<file path="config.mk">
export PLATFORM = sky130hd
export DESIGN_NAME = clk_en_divider
export DESIGN_NICKNAME = d
export VERILOG_FILES = /design/src/rtl/cdiv_pkg.sv /design/src/rtl/cdiv_ratio_dec.sv /design/src/rtl/cdiv_period_ctr.sv /design/src/rtl/cdiv_half_gen.sv /design/src/rtl/clk_en_divider.sv
export SDC_FILE = /design/constraint.sdc
export NUM_CORES = 1
export LEC_CHECK = 0
export ABC_AREA = 1
export BUFFER_PORTS_ARGS = -buffer_cell sky130_fd_sc_hd__buf_4
export CORE_ASPECT_RATIO = 0.9
export CORE_MARGIN = 2
export CORE_UTILIZATION = 55
export CTS_CLUSTER_SIZE = 20
export DETAILED_ROUTE_END_ITERATION = 8
export PLACE_DENSITY = 0.75
export REMOVE_ABC_BUFFERS = 1
export SLEW_MARGIN = 10
export SYNTH_ARGS = -nofsm -noshare
export SYNTH_HDL_FRONTEND = slang
export SYNTH_SLANG_ARGS = --single-unit
</file>
<file path="constraint.sdc">
create_clock -name clk -period 13.7 [get_ports clk]
set_input_delay 4.11 -clock clk [delete_from_list [all_inputs] [get_ports clk]]
set_output_delay 4.11 -clock clk [all_outputs]
set_load 0.005 [all_outputs]
</file>
<file path="src/rtl/cdiv_pkg.sv">
package cdiv_pkg;

    typedef enum logic [1:0] {
        DIV_LINEAR = 2'b00,
        DIV_DOUBLE = 2'b01,
        DIV_SHIFT  = 2'b10,
        DIV_FIXED  = 2'b11
    } div_mode_e;

    function automatic int imax(input int a, input int b);
        return (a > b) ? a : b;
    endfunction

endpackage

</file>
<file path="src/rtl/cdiv_ratio_dec.sv">
// Turns mode and field into a period length in enabled cycles.
module cdiv_ratio_dec
    import cdiv_pkg::*;
#(
    parameter int FIELD_W   = 5,
    parameter int DBL_W     = 4,
    parameter int SHF_W     = 3,
    parameter int CONST_DIV = 3,
    parameter bit HAS_FIXED = 1'b1,
    parameter int RW        = 8
) (
    input  div_mode_e          mode_i,
    input  logic [FIELD_W-1:0] field_i,
    output logic [RW-1:0]      ratio_o
);

    logic [RW-1:0] lin_r;
    logic [RW-1:0] dbl_r;
    logic [RW-1:0] shf_r;
    logic [RW-1:0] fix_r;

    always_comb begin
        lin_r = RW'(field_i) + RW'(1);
        dbl_r = (RW'(field_i[DBL_W-1:0]) + RW'(1)) << 1;
        shf_r = RW'(1) << field_i[SHF_W-1:0];
    end

    // The fixed variant is optional; without it mode 11 falls back to linear.
    generate
        if (HAS_FIXED) begin : g_fixed
            assign fix_r = RW'(CONST_DIV);
        end else begin : g_no_fixed
            assign fix_r = lin_r;
        end
    endgenerate

    always_comb begin
        unique case (mode_i)
            DIV_LINEAR: ratio_o = lin_r;
            DIV_DOUBLE: ratio_o = dbl_r;
            DIV_SHIFT:  ratio_o = shf_r;
            default:    ratio_o = fix_r;
        endcase
    end

endmodule

</file>
<file path="src/rtl/cdiv_period_ctr.sv">
// Counts enabled cycles and samples a new period length only at terminal count.
module cdiv_period_ctr #(
    parameter int RW = 8
) (
    input  logic          clk,
    input  logic          rst_n,
    input  logic          en_i,
    input  logic [RW-1:0] live_ratio_i,
    output logic          tick_o,
    output logic          term_o,
    output logic [RW-1:0] cnt_o,
    output logic [RW-1:0] ratio_o,
    output logic          fresh_o
);

    typedef struct packed {
        logic [RW-1:0] cnt;
        logic [RW-1:0] ratio;
        logic          fresh;
    } ctr_t;

    ctr_t s_d, s_q;
    logic [RW-1:0] act_ratio;
    logic          at_term;

    always_comb begin
        // Until the first enabled cycle the live inputs define the period.
        act_ratio = s_q.fresh ? live_ratio_i : s_q.ratio;
        at_term   = (s_q.cnt == act_ratio - RW'(1));
        s_d       = s_q;
        if (en_i) begin
            if (at_term) begin
                s_d.cnt   = '0;
                s_d.ratio = live_ratio_i;
                s_d.fresh = 1'b0;
            end else begin
                s_d.cnt = s_q.cnt + RW'(1);
                if (s_q.fresh) begin
                    s_d.ratio = live_ratio_i;
                    s_d.fresh = 1'b0;
                end
            end
        end
    end

    always_ff @(posedge clk or negedge rst_n) begin
        if (!rst_n) begin
            s_q.cnt   <= '0;
            s_q.ratio <= RW'(1);
            s_q.fresh <= 1'b1;
        end else begin
            s_q <= s_d;
        end
    end

    assign term_o  = at_term;
    assign tick_o  = rst_n & en_i & at_term;
    assign cnt_o   = s_q.cnt;
    assign ratio_o = act_ratio;
    assign fresh_o = s_q.fresh;

endmodule

</file>
<file path="src/rtl/cdiv_half_gen.sv">
// Square-wave output: high over the second half of an even period.
module cdiv_half_gen #(
    parameter int RW = 8
) (
    input  logic          clk,
    input  logic          rst_n,
    input  logic          en_i,
    input  logic          tick_i,
    input  logic [RW-1:0] cnt_i,
    input  logic [RW-1:0] ratio_i,
    output logic          half_o
);

    typedef struct packed {
        logic half;
    } half_t;

    half_t h_d, h_q;
    logic  even_ratio;
    logic  at_mid;

    always_comb begin
        even_ratio = ~ratio_i[0];
        at_mid     = (cnt_i == ((ratio_i >> 1) - RW'(1)));
        h_d        = h_q;
        if (tick_i) begin
            h_d.half = 1'b0;
        end else if (en_i && even_ratio && at_mid) begin
            h_d.half = 1'b1;
        end
    end

    always_ff @(posedge clk or negedge rst_n) begin
        if (!rst_n) begin
            h_q.half <= 1'b0;
        end else begin
            h_q <= h_d;
        end
    end

    assign half_o = h_q.half;

endmodule

</file>
<file path="src/rtl/clk_en_divider.sv">
module clk_en_divider
    import cdiv_pkg::*;
#(
    parameter int FIELD_W   = 5,
    parameter int DBL_W     = 4,
    parameter int SHF_W     = 3,
    parameter int CONST_DIV = 3,
    parameter bit HAS_FIXED = 1'b1
) (
    input  logic               clk,
    input  logic               rst_n,
    input  logic               en_i,
    input  logic [1:0]         mode_i,
    input  logic [FIELD_W-1:0] field_i,
    output logic               tick_o,
    output logic               half_o
);

    localparam int LIN_MAX   = 1 << FIELD_W;
    localparam int DBL_MAX   = 2 << DBL_W;
    localparam int SHF_MAX   = 1 << ((1 << SHF_W) - 1);
    localparam int RATIO_MAX = imax(imax(LIN_MAX, DBL_MAX), imax(SHF_MAX, CONST_DIV));
    localparam int RW        = $clog2(RATIO_MAX + 1);

    logic [RW-1:0] live_ratio_w;
    logic [RW-1:0] cnt_w;
    logic [RW-1:0] ratio_w;
    logic          fresh_w;
    logic          term_w;
    logic          tick_w;

    cdiv_ratio_dec #(
        .FIELD_W  (FIELD_W),
        .DBL_W    (DBL_W),
        .SHF_W    (SHF_W),
        .CONST_DIV(CONST_DIV),
        .HAS_FIXED(HAS_FIXED),
        .RW       (RW)
    ) u_dec (
        .mode_i (div_mode_e'(mode_i)),
        .field_i(field_i),
        .ratio_o(live_ratio_w)
    );

    cdiv_period_ctr #(
        .RW(RW)
    ) u_ctr (
        .clk         (clk),
        .rst_n       (rst_n),
        .en_i        (en_i),
        .live_ratio_i(live_ratio_w),
        .tick_o      (tick_w),
        .term_o      (term_w),
        .cnt_o       (cnt_w),
        .ratio_o     (ratio_w),
        .fresh_o     (fresh_w)
    );

    cdiv_half_gen #(
        .RW(RW)
    ) u_half (
        .clk    (clk),
        .rst_n  (rst_n),
        .en_i   (en_i),
        .tick_i (tick_w),
        .cnt_i  (cnt_w),
        .ratio_i(ratio_w),
        .half_o (half_o)
    );

    assign tick_o = tick_w;

endmodule

</file>
After elaboration in Yosys (flattened, before gate mapping). Cells that the tools add are included.

Register bits after elaboration: 18. Output and inout port bits: 2. Word-level logic and storage cells: 29.

Add/sub/neg operators: 5. Equal/unequal tests: 4. Shifts and indexed selects: 1. Multiplexer cells: 6. Bitwise logic cells: 3. Reduce and logical (&&, ||, !) cells: 6.

Operators by type and width (count): 8-bit case mux with 3 select lines (1); 17-bit two-way mux (1); 8-bit equality test (2); 9-bit two-way mux (1); 8-bit by 1-bit adder with 8-bit output, second input constant (1); 8-bit two-way mux (1); 1-bit by 3-bit left shift with 8-bit output, first input constant (1); 7-bit by 1-bit subtractor with 8-bit output, second input constant (1); 8-bit by 1-bit subtractor with 8-bit output, second input constant (1); 5-bit by 1-bit adder with 6-bit output, second input constant (1); 4-bit by 1-bit adder with 5-bit output, second input constant (1); 2-bit nonzero test (2); 1-bit AND (2); 2-bit by 1-bit equality test with 1-bit output, second input constant (1); 2-bit equality test, second input constant (1); 1-bit logical AND (2); 2-bit logical NOT (1); 1-bit two-way mux (2); 2-bit AND reduction (1); 1-bit inverter (1).

Depth between registers and ports, before layout.
Depth in word-level cells: 8. Gate-level depth with buffers: 20. Depth with buffers taken out: 19.

Cells and area by module. From an unflattened synthesis, not the netlist that was laid out.

Cells, all modules: 345. Area, all modules: 2088.3 sq um.

Modules (own cells, without submodules): cdiv_period_ctr (times used 1, cells each 213, area each 1407.6 sq um, seq. area each 427.9 sq um); cdiv_half_gen (times used 1, cells each 79, area each 380.4 sq um, seq. area each 25.0 sq um); cdiv_ratio_dec (times used 1, cells each 53, area each 300.3 sq um, seq. area each 0.0 sq um).

Worst setup path after synthesis. OpenSTA, ideal clock, no wires.

Path kind: input port to output port. From: in field_i[0]. To: out tick_o. Data arrival time: 6000 ps. Data required time: 9590 ps. Setup slack: 3590 ps. Stages: 13. Path buffers: 0. Cell sequence: ha_1 > ha_1 > inv_1 > nand2_1 > nand4_1 > nand2_2 > ha_1 > nand2_1 > nor2_1 > nand3_1 > xor2_1 > nand3_1 > nor2_1.

Longest elaborated chain between the ends: 6. Elaborated cells between the ends (all ways): 8.

RTL lines: from (decl) (line clk_en_divider.sv:14) `input logic [FIELD_W-1:0] field_i,`; 5-bit by 1-bit adder with 6-bit output, or another cell as far along (line cdiv_ratio_dec.sv:23) `lin_r = RW'(field_i) + RW'(1);`; 8-bit case mux with 3 select lines * (line cdiv_ratio_dec.sv:38) `unique case (mode_i)`; 8-bit two-way mux * (line cdiv_period_ctr.sv:28) `act_ratio = s_q.fresh ? live_ratio_i : s_q.ratio;`; 8-bit by 1-bit subtractor with 8-bit output * (line cdiv_period_ctr.sv:29) `at_term = (s_q.cnt == act_ratio - RW'(1));`; 8-bit equality test * (line cdiv_period_ctr.sv:29); 1-bit AND * (line cdiv_period_ctr.sv:57) `assign tick_o = rst_n & en_i & at_term;`; to (decl) (line clk_en_divider.sv:15) `output logic tick_o,`.

Every way passes the cells marked *; elsewhere a longest branch is shown, timed or not.

Worst setup path in the final report. Ends and elaborated chain as after synthesis.

==> run metrics <==
number of nets in the layout=about 320; number of maximum-capacitance constraint violations=0; setup repair after global routing missed its margin=false; synthesized instance count=~290; CTS clock-pin slew for the worst setup and hold paths=between 0.1 and 0.15 ns; VDD IR max=between 100 and 150 uV; unique cell type count in the Yosys netlist=24; buffer depth of the longest clock path=2; worst slew margin relative to its limit=between 70% and 80%; average size of a mapped cell=roughly 6.2 sq um; post-synthesis sequential element count=18; via count of the first global-routing pass=roughly 1700; slew at the pin closest to its max-slew limit=around 0.43 ns; Worst Path Arrival=approximately 6.5 ns; DP Wirelength=about 3400 um; I/O pin total=12; core area=about 3000 sq um; Die Area=between 3000 and 4000 sq um; post-layout minimum cycle time=between 10 and 15 ns; power density over the cells=approximately 180 nW/um^2; violation count after the first detailed-routing iteration=129; result of the run=completed; cts-stage hold buffer count=0; CTS H-tree depth=1; worst-path maximum fanout=6; Tightest Hold Check Type=register to register; Setup CP Type=primary input to output pin; non-filler cells, final=between 300 and 400; area of placed instances=approximately 1900 sq um; cell taking the most area after synthesis=sky130_fd_sc_hd__dfrtp_1; number of rows created at floorplan=19; multiplexer fraction of the synthesized cell area=0%; count of antenna-violating nets left after detailed routing=0; number of synthesis warnings=0; maximum clock rate=between 90 and 100 MHz; setup total negative slack=0 ns; Final period util=approximately 78%; total congestion overflow=0; DR vias/cell=approximately 5.4; share of the synthesized area in the top cell type=around 22%; Critical Path Start Type=primary input; First-pass DRT Iterations=4; largest net degree at the start of global routing=21; number of gates resized after cts=0; Leakage=approximately 0.0011 uW; cell area after synthesis=between 1500 and 2000 sq um; Clock Latency Late Sink=slightly above 0.3 ns; die span in x=64.0 um; global-route wire length before repair=7790 um; proportion of synthesized chip area in sequential cells=between 20% and 30%; setup fix buffers added after clock tree synthesis=0; category of the worst setup path capture point=output pin; count of antenna diodes in the layout=0; top cells by area, synth=sky130_fd_sc_hd__dfrtp_1, sky130_fd_sc_hd__nand3_1, sky130_fd_sc_hd__nand2_1; clock skew after layout=around 0.018 ns; die boundary height=58.0 um; commonest non-fill, non-tap cells in the layout=sky130_fd_sc_hd__nand2_1, sky130_fd_sc_hd__nand3_1, sky130_fd_sc_hd__inv_1, sky130_fd_sc_hd__nor2_1, sky130_fd_sc_hd__dfrtp_1; adder-cell area share of the yosys netlist=~6.3%; number of pins with negative max-slew slack in the final report=0; Total GRT Usage=between 20% and 30%; number of buffers created by CTS=3; largest family of logic cells by synthesized area=simple AND/OR/NAND/NOR gates; worst hold-check slack=~0.49 ns; count of endpoints failing hold in the final timing report=0; most frequent standard cell in the layout excluding fill and tap cells=sky130_fd_sc_hd__nand2_1; simple-gate share of the synthesized area=about half; Crit path required time=~9.6 ns; # port buffers=11; count of vias placed by the detailed router=between 1500 and 2000; share of the synthesized netlist area taken by xor and xnor gates=3.93%; routed length per placed instance=between 10 and 15 um; post-route cell area=1920 sq um; total of endpoints with negative setup slack in the final report=0; placed cell count=335; Area Overhead vs Synth=7.86%; clock tree from TritonCTS=yes; clock sink count=18; initial antenna violation count=0; root buffer cell=sky130_fd_sc_hd__clkbuf_4; placer's final routability congestion estimate=1.05; Compound-Gate Fraction of Synth Area=under 10%; starting density of the core=just under 60%; end-of-flow core utilization=between 60% and 70%; Routed WL=4320 um; fraction of final layout cells with drive strength greater than 1=a little over an eighth; drc violations=0
[sequential cells by signal, summed over array words and instances (netlist names)]
register,count
u_half.half_o,1
u_ctr.cnt_o,8
u_ctr.s_q,8
u_ctr.fresh_o,1
[critical path: stages]
cell                      delay [ns]
sky130_fd_sc_hd__buf_4          0.13
sky130_fd_sc_hd__ha_1           0.25
sky130_fd_sc_hd__ha_1           0.29
sky130_fd_sc_hd__inv_1          0.05
sky130_fd_sc_hd__nand2_1        0.08
sky130_fd_sc_hd__nand4_1        0.14
sky130_fd_sc_hd__nand2_2        0.15
sky130_fd_sc_hd__ha_1           0.23
sky130_fd_sc_hd__nand2_1        0.09
sky130_fd_sc_hd__nor2_1         0.19
sky130_fd_sc_hd__nand3_1        0.11
sky130_fd_sc_hd__xor2_1         0.22
sky130_fd_sc_hd__nand3_1        0.19
sky130_fd_sc_hd__nor2_1         0.17
sky130_fd_sc_hd__buf_4          0.13
[metal layers]
| layer | track usage [%] | up-vias | routed length, um |
|---|---|---|---|
| li1 | - | 957 | - |
| met1 | 35.8 | 825 | 2030 |
| met2 | 42.9 | 53 | 1950 |
| met3 | 8.16 | 2 | 326 |
| met4 | 5.90 | 0 | 19 |
| met5 | 0 | - | 0 |
[through the flow]
stage / power (uW) / setup slack (ns)
after CTS: 341 / 3.08
after global routing: 381 / 2.81
final: 341 / 3.06
after global placement: 301 / 3.13
after floorplan: 260 / 3.58
after detailed placement: 305 / 3.09
[synth_stat cells (all sizes together)]
cell type,instances
nand4,9
dfstp,2
nor2,23
or2,6
inv,38
o21ai,9
o211ai,1
nor3,3
a21oi,5
buf,4
dfrtp,16
nand3b,3
nand3,64
ha,9
clkbuf,3
xor2,8
nand2,86
[where the power goes]
part | switching [uW] | total [uW] | internal [uW] | leakage [uW]
Sequential | 18.4 | 90.9 | 72.6 | 0.000214
Combinational | 132 | 215 | 83.0 | 0.000847
Clock | 18.5 | 34.7 | 16.2 | 0.0000210
[area by class of cell]
class | count | area (sq um)
clock buffers | 4 | 36.3
fillers | 299 | 1140
inverters | 38 | 143
multi-input cells | 226 | 1160
flip-flops and latches | 18 | 453
well taps | 42 | 52.6
repair buffers | 11 | 82.6
[worst paths after layout]
path                                from              to  slack (ns)  depth (start not counted)
hold reg to reg             u_ctr.s_q[1]    u_ctr.s_q[1]        0.49                          2
setup / recovery              field_i[0]          tick_o        3.06                         15
max in group asynchronous          rst_n   u_ctr.fresh_o        9.77                          1
setup reg to reg           u_ctr.fresh_o  u_ctr.cnt_o[4]       10.87                         12
hold / removal              u_ctr.s_q[1]    u_ctr.s_q[1]        0.49                          2
min in group asynchronous          rst_n    u_ctr.s_q[3]        3.65                          1
[logic make-up after synthesis]
family                   Yosys count
AO/OA/AOI/OAI                     15
adder cells (fa/ha/maj)            9
buffers and inverters             45
flip-flops                        18
AND/OR/NAND/NOR                  194
XOR/XNOR                           8
No activity file was read; power rests on OpenSTA's default activity.
